[src/rtl/sspc_pkg.sv]
package sspc_pkg;
    localparam int WORD_W = 16;
    localparam int A_FMT  = 0;
    localparam int A_CTL  = 1;
    localparam int A_DATA = 2;
    localparam int A_STAT = 3;
    localparam int A_PRE  = 4;

    // format word: div[15:8] phase[7] pol[6] kind[5:4] len_m1[3:0]
    typedef struct packed {
        logic [7:0] div;
        logic       phase;
        logic       pol;
        logic [1:0] kind;
        logic [3:0] len_m1;
    } fmt_t;

    // control word: out_dis[3] slave[2] enable[1] loop[0]
    typedef struct packed {
        logic out_dis;
        logic slave;
        logic enable;
        logic loop;
    } ctl_t;

    typedef enum logic [1:0] {ENG_IDLE, ENG_RUN, ENG_TAIL} eng_st_e;

    typedef struct packed {
        eng_st_e     st;
        logic [15:0] cnt;
        logic [5:0]  edge_n;
        logic [15:0] txw;
        logic [15:0] rxw;
        logic        sclk;
        logic        ssel;
        logic [2:0]  s_sclk;
        logic [2:0]  s_ssel;
        logic [1:0]  s_mosi;
    } eng_t;
endpackage

[src/rtl/sspc_fifo.sv]
module sspc_fifo #(
    parameter int WIDTH = 16,
    parameter int DEPTH = 8
) (
    input  logic             clk,
    input  logic             rst_n,
    input  logic             push,
    input  logic [WIDTH-1:0] din,
    input  logic             pop,
    output logic [WIDTH-1:0] dout,
    output logic             empty,
    output logic             full
);
    localparam int AW = $clog2(DEPTH);

    typedef struct packed {
        logic [AW-1:0] wp;
        logic [AW-1:0] rp;
        logic [AW:0]   cnt;
    } ptr_t;

    ptr_t q, d;
    logic [WIDTH-1:0] mem_q [DEPTH];
    logic do_push, do_pop;

    assign empty   = (q.cnt == '0);
    assign full    = (q.cnt == (AW+1)'(DEPTH));
    assign do_push = push && !full;
    assign do_pop  = pop && !empty;
    assign dout    = empty ? '0 : mem_q[q.rp];

    always_comb begin
        d = q;
        if (do_push) d.wp = q.wp + 1'b1;
        if (do_pop)  d.rp = q.rp + 1'b1;
        case ({do_push, do_pop})
            2'b10:   d.cnt = q.cnt + 1'b1;
            2'b01:   d.cnt = q.cnt - 1'b1;
            default: d.cnt = q.cnt;
        endcase
    end

    always_ff @(posedge clk or negedge rst_n) begin
        if (!rst_n) q <= '0;
        else        q <= d;
    end

    always_ff @(posedge clk) begin
        if (do_push) mem_q[q.wp] <= din;
    end


    fifo_bound_chk: assert property (@(posedge clk) disable iff (!rst_n)
        q.cnt <= (AW+1)'(DEPTH));


    fifo_full_hold_chk: assert property (@(posedge clk) disable iff (!rst_n)
        (full && push && !pop) |=> (full && $stable(q.wp)));
endmodule

[src/rtl/sspc_engine.sv]
module sspc_engine
    import sspc_pkg::*;
(
    input  logic        clk,
    input  logic        rst_n,
    input  fmt_t        fmt,
    input  ctl_t        ctl,
    input  logic [7:0]  prescale,
    input  logic        tx_avail,
    input  logic [15:0] tx_word,
    output logic        tx_pop,
    output logic        rx_push,
    output logic [15:0] rx_word,
    output logic        active,
    input  logic        sclk_i,
    input  logic        ssel_i,
    input  logic        mosi_i,
    input  logic        miso_i,
    output logic        sclk_o,
    output logic        ssel_o,
    output logic        mosi_o,
    output logic        miso_o,
    output logic        miso_oe
);
    eng_t q, d;

    logic        master_en, slave_en;
    logic [15:0] half;
    logic        tick;
    logic [4:0]  flen;
    logic [5:0]  last_edge;
    logic [15:0] mask;
    logic        lead, samp, shft, rx_in, sel, sedge;

    assign master_en = ctl.enable && !ctl.slave && (fmt.kind == 2'b00);
    assign slave_en  = ctl.enable &&  ctl.slave && (fmt.kind == 2'b00);
    assign half      = {9'd0, prescale[7:1]} * ({8'd0, fmt.div} + 16'd1);
    assign tick      = (q.cnt == half - 16'd1);
    assign flen      = {1'b0, fmt.len_m1} + 5'd1;
    assign last_edge = {flen, 1'b0} - 6'd1;
    assign mask      = 16'((32'd1 << flen) - 32'd1);

    always_comb begin
        d       = q;
        tx_pop  = 1'b0;
        rx_push = 1'b0;
        lead    = 1'b0;
        samp    = 1'b0;
        shft    = 1'b0;
        rx_in   = 1'b0;
        sel     = 1'b0;
        sedge   = 1'b0;
        d.s_sclk = {q.s_sclk[1:0], sclk_i};
        d.s_ssel = {q.s_ssel[1:0], ssel_i};
        d.s_mosi = {q.s_mosi[0], mosi_i};
        if (master_en) begin
            rx_in = ctl.loop ? q.txw[fmt.len_m1] : miso_i;
            unique case (q.st)
                ENG_IDLE: begin
                    d.sclk = fmt.pol;
                    d.ssel = 1'b1;
                    if (tx_avail) begin
                        tx_pop   = 1'b1;
                        d.txw    = tx_word;
                        d.rxw    = '0;
                        d.edge_n = '0;
                        d.cnt    = '0;
                        d.ssel   = 1'b0;
                        d.st     = ENG_RUN;
                    end
                end
                ENG_RUN: begin
                    if (tick) begin
                        d.cnt  = '0;
                        d.sclk = ~q.sclk;
                        lead   = ~q.edge_n[0];
                        samp   = lead ^ fmt.phase;
                        shft   = !samp && !(fmt.phase && q.edge_n == '0);
                        if (samp) d.rxw = {q.rxw[14:0], rx_in};
                        if (shft) d.txw = q.txw << 1;
                        if (q.edge_n == last_edge) d.st = ENG_TAIL;
                        else d.edge_n = q.edge_n + 6'd1;
                    end else begin
                        d.cnt = q.cnt + 16'd1;
                    end
                end
                ENG_TAIL: begin
                    if (tick) begin
                        rx_push = 1'b1;
                        d.ssel  = 1'b1;
                        d.st    = ENG_IDLE;
                    end else begin
                        d.cnt = q.cnt + 16'd1;
                    end
                end
                default: d.st = ENG_IDLE;
            endcase
        end else if (slave_en) begin
            d.sclk = fmt.pol;
            d.ssel = 1'b1;
            rx_in  = ctl.loop ? q.txw[fmt.len_m1] : q.s_mosi[1];
            sel    = !q.s_ssel[1];
            sedge  = q.s_sclk[2] ^ q.s_sclk[1];
            if (q.st == ENG_IDLE) begin
                if (sel) begin
                    tx_pop   = tx_avail;
                    d.txw    = tx_avail ? tx_word : '0;
                    d.rxw    = '0;
                    d.edge_n = '0;
                    d.st     = ENG_RUN;
                end
            end else if (!sel) begin
                d.st = ENG_IDLE;
            end else if (sedge) begin
                lead = (q.s_sclk[2] == fmt.pol);
                samp = lead ^ fmt.phase;
                shft = !samp && !(fmt.phase && q.edge_n == '0);
                if (samp) d.rxw = {q.rxw[14:0], rx_in};
                if (shft) d.txw = q.txw << 1;
                if (q.edge_n == last_edge) begin
                    rx_push = 1'b1;
                    d.st    = ENG_IDLE;
                end else begin
                    d.edge_n = q.edge_n + 6'd1;
                end
            end
        end else begin
            d.st   = ENG_IDLE;
            d.sclk = fmt.pol;
            d.ssel = 1'b1;
        end
        rx_word = d.rxw & mask;
    end

    always_ff @(posedge clk or negedge rst_n) begin
        if (!rst_n) begin
            q        <= '0;
            q.st     <= ENG_IDLE;
            q.ssel   <= 1'b1;
            q.s_ssel <= 3'b111;
        end else begin
            q <= d;
        end
    end

    assign sclk_o  = q.sclk;
    assign ssel_o  = q.ssel;
    assign active  = (q.st != ENG_IDLE);
    assign mosi_o  = (master_en && q.st != ENG_IDLE) ? q.txw[fmt.len_m1] : 1'b0;
    assign miso_o  = slave_en ? q.txw[fmt.len_m1] : 1'b0;
    assign miso_oe = slave_en && !ctl.out_dis && !q.s_ssel[1];


    master_sel_chk: assert property (@(posedge clk) disable iff (!rst_n)
        (master_en && q.st != ENG_IDLE) |-> !ssel_o);


    idle_level_chk: assert property (@(posedge clk) disable iff (!rst_n)
        (master_en && $rose(ssel_o)) |-> (sclk_o == fmt.pol));


    slave_push_chk: assert property (@(posedge clk) disable iff (!rst_n)
        (slave_en && rx_push) |-> !q.s_ssel[1]);
endmodule

[src/rtl/serial_port_ctrl.sv]
module serial_port_ctrl
    import sspc_pkg::*;
#(
    parameter int FIFO_DEPTH = 8,
    parameter int ADDR_W     = 3
) (
    input  logic              clk,
    input  logic              rst_n,
    input  logic [ADDR_W-1:0] addr,
    input  logic              wr_en,
    input  logic              rd_en,
    input  logic [15:0]       wdata,
    output logic [15:0]       rdata,
    output logic              sclk_o,
    input  logic              sclk_i,
    output logic              ssel_o,
    input  logic              ssel_i,
    output logic              mosi_o,
    input  logic              mosi_i,
    output logic              miso_o,
    output logic              miso_oe,
    input  logic              miso_i
);
    typedef struct packed {
        fmt_t       fmt;
        ctl_t       ctl;
        logic [7:0] pre;
    } regs_t;

    regs_t q, d;

    logic        tx_push, tx_pop, tx_empty, tx_full;
    logic [15:0] tx_dout;
    logic        rx_push, rx_pop, rx_empty, rx_full;
    logic [15:0] rx_din, rx_dout;
    logic        eng_active, busy;
    logic [7:0]  pre_even;

    assign pre_even = {wdata[7:1], 1'b0};
    assign tx_push  = wr_en && (addr == ADDR_W'(A_DATA));
    assign rx_pop   = rd_en && (addr == ADDR_W'(A_DATA));
    assign busy     = eng_active || !tx_empty;

    always_comb begin
        d = q;
        if (wr_en) begin
            case (addr)
                ADDR_W'(A_FMT): d.fmt = fmt_t'(wdata);
                ADDR_W'(A_CTL): d.ctl = ctl_t'(wdata[3:0]);
                ADDR_W'(A_PRE): d.pre = (pre_even == 8'd0) ? 8'd2 : pre_even;
                default: ;
            endcase
        end
    end

    always_ff @(posedge clk or negedge rst_n) begin
        if (!rst_n) begin
            q     <= '0;
            q.pre <= 8'd2;
        end else begin
            q <= d;
        end
    end

    always_comb begin
        case (addr)
            ADDR_W'(A_FMT):  rdata = q.fmt;
            ADDR_W'(A_CTL):  rdata = {12'd0, q.ctl};
            ADDR_W'(A_DATA): rdata = rx_dout;
            ADDR_W'(A_STAT): rdata = {11'd0, busy, 1'b0, !rx_empty, !tx_full, 1'b0};
            ADDR_W'(A_PRE):  rdata = {8'd0, q.pre};
            default:         rdata = '0;
        endcase
    end

    sspc_fifo #(.WIDTH(WORD_W), .DEPTH(FIFO_DEPTH)) u_txq (
        .clk(clk), .rst_n(rst_n), .push(tx_push), .din(wdata), .pop(tx_pop),
        .dout(tx_dout), .empty(tx_empty), .full(tx_full));

    sspc_fifo #(.WIDTH(WORD_W), .DEPTH(FIFO_DEPTH)) u_rxq (
        .clk(clk), .rst_n(rst_n), .push(rx_push), .din(rx_din), .pop(rx_pop),
        .dout(rx_dout), .empty(rx_empty), .full(rx_full));

    sspc_engine u_eng (
        .clk(clk), .rst_n(rst_n), .fmt(q.fmt), .ctl(q.ctl), .prescale(q.pre),
        .tx_avail(!tx_empty), .tx_word(tx_dout), .tx_pop(tx_pop),
        .rx_push(rx_push), .rx_word(rx_din), .active(eng_active),
        .sclk_i(sclk_i), .ssel_i(ssel_i), .mosi_i(mosi_i), .miso_i(miso_i),
        .sclk_o(sclk_o), .ssel_o(ssel_o), .mosi_o(mosi_o), .miso_o(miso_o),
        .miso_oe(miso_oe));


    start_chk: assert property (@(posedge clk) disable iff (!rst_n)
        tx_pop |=> eng_active);


    prescale_even_chk: assert property (@(posedge clk) disable iff (!rst_n)
        (q.pre[0] == 1'b0) && (q.pre != 8'd0));


    rx_overrun_chk: assert property (@(posedge clk) disable iff (!rst_n)
        (rx_full && rx_push && !rx_pop) |=> rx_full);
endmodule

[config.mk]
export PLATFORM = sky130hd
export DESIGN_NAME = serial_port_ctrl
export DESIGN_NICKNAME = d
export VERILOG_FILES = /design/src/rtl/sspc_pkg.sv /design/src/rtl/sspc_fifo.sv /design/src/rtl/sspc_engine.sv /design/src/rtl/serial_port_ctrl.sv
export SDC_FILE = /design/constraint.sdc
export NUM_CORES = 1
export LEC_CHECK = 0
export ABC_AREA = 1
export CORE_UTILIZATION = 57
export DETAILED_ROUTE_END_ITERATION = 7
export GPL_ROUTABILITY_DRIVEN = 0
export GPL_TIMING_DRIVEN = 1
export HOLD_SLACK_MARGIN = 0.15
export PLACE_DENSITY = 0.77
export SYNTH_ARGS = -nofsm -noshare
export SYNTH_HDL_FRONTEND = slang
export SYNTH_HIERARCHICAL = 1
export SYNTH_SLANG_ARGS = --single-unit
[constraint.sdc]
create_clock -name clk -period 6.1 [get_ports clk]
set_clock_uncertainty 0.05 [all_clocks]
set_input_delay 0.915 -clock clk [delete_from_list [all_inputs] [get_ports clk]]
set_output_delay 0.915 -clock clk [all_outputs]
set_load 0.03 [all_outputs]
# Word level (Yosys, flattened, before mapping)
# Memories as Yosys holds them, arrays and structs flattened.
# Cells that the tools add are included.
classes:
  n_reduce_logical: 50
  n_mul: 1
  n_bitwise: 6
  shifts: 1
  mux: 61
  add_sub_neg: 15
  order_cmp: 1
  n_eq_ne: 28
op_table:
  columns: ["cell", "n"]
  rows:
  - ["two-way mux 38 bit", 5]
  - ["two-way mux 16 bit", 8]
  - ["case mux 16 bit (5 select lines)", 1]
  - ["case mux 39 bit (2 select lines)", 1]
  - ["two-way mux 56 bit", 1]
  - ["case mux 16 bit (3 select lines)", 1]
  - ["two-way mux 40 bit", 1]
  - ["two-way mux 39 bit", 1]
  - ["subtractor 16 x 1 -> 16 bit, second input constant", 2]
  - ["two-way mux 1 bit", 25]
  - ["!= test 3 bit, second input constant", 7]
  - ["two-way mux 2 bit", 10]
  - ["adder 16 x 1 -> 16 bit, second input constant", 1]
  - ["AND 16 bit", 1]
  - ["== test 16 bit", 1]
  - ["logical AND 1 bit", 16]
  - ["multiplier 7 x 16 -> 16 bit", 1]
  - ["case mux 4 bit (2 select lines)", 2]
  - ["left shift 1 x 5 -> 16 bit, first input constant", 1]
  - ["adder 3 x 1 -> 3 bit, second input constant", 4]
  - ["zero test 1 bit", 10]
  - ["!= test 5 x 3 -> 1 bit, second input constant", 2]
  - ["AND reduction 2 bit", 5]
  - ["adder 8 x 1 -> 9 bit, second input constant", 1]
  - ["other kinds (35)", 55]
word_totals:
  in_bits: 27
  ramBits: 256
  out_inout_bits: 21
  register_bits: 113
  word_cells: 191
  n_memories: 2
mem_list:
  columns: ["memory", "words", "width", "rd", "rd_ports_with_merged_regs", "wr", "line_no", "rtl"]
  rows:
  - ["u_rxq.mem_q", 8, 16, 1, 0, 1, "sspc_fifo.sv:23", "logic [WIDTH-1:0] mem_q [DEPTH];"]
  - ["u_txq.mem_q", 8, 16, 1, 0, 1, "sspc_fifo.sv:23", null]

# Depth between registers and ports, before layout
depth:
  ltp_word: 12
  mapped_depth: 39
  ltp_nobuf: 39

# Modules after synthesis
# The synthesis kept the hierarchy.
modules_own_cells:
  columns: ["mod", "seq_area_each_um2", "cells_per_inst", "instances", "area_each_um2"]
  rows:
  - ["sspc_fifo", 4093.9, 460, 2, 5739.3]
  - ["sspc_engine", 1630.3, 1235, 1, 7917.6]
  - ["serial_port_ctrl", 676.9, 218, 1, 1531.5]

# Least setup slack after synthesis
# OpenSTA, ideal clock, no wires.
synth_path:
  path_kind: "register -> register"
  start: "register q[20] (netlist name)"
  end: "memory u_rxq.mem_q[0][0] (enable)"
  setup_ns: 0.388
  arrival_time_ns: 5.765
  path_stages_with_launch: 25
  period_less_slack_ns: 6.203
  setup_slack_ns: -0.103
  required_ns: 5.662
  path_buffers: 0
  cell_sequence: "dfrtp_1 ha_1 nand2_1 inv_1 nor2_1 nand2_1 fa_1 inv_1 fa_1 inv_1 fa_1 fa_1 inv_1 ha_1 xnor2_1 xor2_2 nand2_1 nor2_2 nand2_1 nor3b_1 nand4_1 o22ai_1 nand2_2 or2_1 nor2_1"
synth_rtl:
  columns: ["item", "line_no"]
  rows:
  - ["end: declaration", "sspc_fifo.sv:23"]

==> results.md <==
- Vias: 17153
- Vias in the first global route: 16796
- Setup violators final: 0
- Pre-antenna DRT Iters: 6
- Worst Hold Class: flop to flop
- Largest net degree at the start of global routing: 67
- Row count: 69
- Layout cell share with drive strength beyond 1: 0.1381
- Clk sink count: 368
- Leakage: 10.34 nW
- Synthesis-to-layout area growth: 14.70%
- Initial DRC count: 1640
- Io pins: 48
- Crit path largest cell delay: 0.59 ns
- YS warnings: 6
- Critical Path AT: 6.42 ns
- R2r startpoint: q[22]
- Max-Cap Viols: 0
- Root Buffer: clkbuf_16
- CTS clk-pin slew, worst paths: 0.06 ns
- Htree depth: 2
- CP max-delay cell: fa_2
- Post-route clock period utilization: 0.9908
- Post-detail-place hpwl: 35.63 mm
- Post-Place Setup Slack: -0.2637 ns
- Final Power: 12.71 mW
- WL final: 54.28 mm
- Fin. Hold Viols: 0
- Max-slew violations: 0
- Die Wd: 193.6 microns
- Core Footprint: 0.03583 sq mm
- Area of the multi-input gates: 0.009255 sq mm
- Post-synthesis cell area: 0.02092 sq mm
- Critical Path Start Type: flop
- Final WS setup: 0.05613 ns
- First-pass GRT wire length: 85.13 mm
- FMAX: 0.1655 GHz
- Worst Tran Pin Value: 1.246 ns
- Residual DRC: 0
- Die Y: 193.6 microns
- Antenna cells: 0
- Antenna viol nets, final: 0
- Final Util: 0.6697
- PortBufs: 47
- Synth Instances: 2371
- Initial Util: 0.5839
- WL/cell: 18.34 microns
- Status: completed
- Clock Latency Late Sink: 0.55 ns
- Clock Tree Buf Depth: 3
- Max VDD drop: 0.6854 mV
- Critical Path Sink: u_rxq/q[2]
- Relative slew slack: 0.1640
- Fill count: 2696
- Critical path origin: q[22]
- Worst Path Required: 6.48 ns
- R2R depth: 35
- CTS tree: built
- Crit Path Category: flop to flop
- Syn Area/Cell: 8.823 sq um
- Syn Nets: 2494
- Vias per cell: 5.795
- FF+latch area: 0.01050 sq mm
- Reg-to-reg slack, setup: 0.06 ns
- RSZ-0062 raised after global routing: true
- Setup TNS Final: 0 ns
- PD cells: 529.6 mW/mm^2
- Die footprint: 0.03747 sq mm
- Maximum fanout along the worst path: 4
- Nets: 2594
- Initial antenna violation count: 0
- Number of buffers created by CTS: 38
- Global Route Usage Sum: 0.2846
- Worst setup EP type: flop
- Overflow after GRT: 0
- RR Endpoint: u_rxq/q[2]
- Fin crit period: 6.044 ns
==> repair_timing <==
item	4_1_cts	5_1_grt
hold buffers	0	0
resized for setup	27	129
pin swaps	4	64
gates cloned	0	3
setup endpoints to repair	215	296
buffers inserted	2	12
==> state kept, by name (all words and copies together), names as in the netlist <==
signal,flops
u_eng/q,58
u_eng/sclk_o,1
u_eng/ssel_o,1
u_rxq/q,10
u_eng/d,5
u_txq/mem_q,128
q,27
u_txq/q,10
u_rxq/mem_q,128
==> routing by layer <==
layer  global-route usage  up-vias  routed length, microns
li1                     -     8029                       -
met1               0.3558     8180                   21230
met2               0.4824      761                   26100
met3              0.04759      183                    4193
met4               0.1360        0                    2747
met5                    0        -                       0
==> through the flow <==
step	hold slack (ns)	instance area [sq um]	instances
5_1_grt	0.3058	23990	2960
3_5_place_dp	0.2935	22060	2875
4_1_cts	0.3053	23430	2945
6_report	0.3042	23990	2960
2_1_floorplan	0.2812	20920	2371
3_3_place_gp	0.2829	22060	2875
==> cell usage in the layout, fill, tap and decap left out, types with 9 or more instances in the layout <==
| cell type | count |
|---|---|
| ha_4 | 9 |
| nand4_1 | 43 |
| nand3_1 | 81 |
| nor2_4 | 20 |
| nand2_1 | 538 |
| o211ai_2 | 18 |
| a21oi_1 | 46 |
| o21ai_0 | 132 |
| clkdlybuf4s50_1 | 46 |
| xor2_1 | 25 |
| clkbuf_16 | 40 |
| dfrtp_1 | 106 |
| clkinv_1 | 13 |
| inv_1 | 234 |
| o21ai_1 | 74 |
| fa_1 | 37 |
| o211ai_1 | 45 |
| edfxtp_1 | 256 |
| buf_6 | 16 |
| inv_2 | 27 |
| buf_4 | 91 |
| nor2_1 | 339 |
| ha_1 | 47 |
| nor2_2 | 17 |
| xnor2_1 | 19 |
| nand3_2 | 9 |
| o22ai_1 | 34 |
| nand2_2 | 37 |
==> final cells by class <==
class | instances | area share
clock inverter | 20 | 0.008708
timing repair buffer | 157 | 0.05872
clock buffer | 48 | 0.04292
tap | 461 | 0.02404
sequential | 368 | 0.4375
multi-input combinational | 1637 | 0.3857
inverter | 269 | 0.04239
==> worst max-delay path: cells and delay by family (launching register included) <==
family | cells | cell delay, ns
flip-flops | 1 | 0.40
AO/OA/AOI/OAI | 4 | 0.51
buffers and inverters | 7 | 0.62
adder cells (fa/ha/maj) | 7 | 2.67
AND/OR/NAND/NOR | 17 | 1.69
==> power breakdown <==
part | total, mW | switching [mW] | internal (mW)
sequential | 3.18 | 0.232 | 2.94
clock | 2.33 | 0.961 | 1.37
combinational | 7.20 | 4.42 | 2.78
==> how the worst min path moves through the flow <==
stage	start	end	slack, ns	depth (start not counted)
2_1_floorplan	u_eng/d[6]	u_eng/d[7]	0.28	0
3_3_place_gp	u_eng/d[1]	u_eng/q[1]	0.28	0
3_5_place_dp	u_eng/d[1]	u_eng/q[1]	0.29	0
4_1_cts	u_eng/d[3]	u_eng/d[4]	0.31	0
5_1_grt	u_eng/d[3]	u_eng/d[4]	0.31	0
6_report	u_eng/d[3]	u_eng/d[4]	0.30	0
No activity file was read; power rests on OpenSTA's default activity.
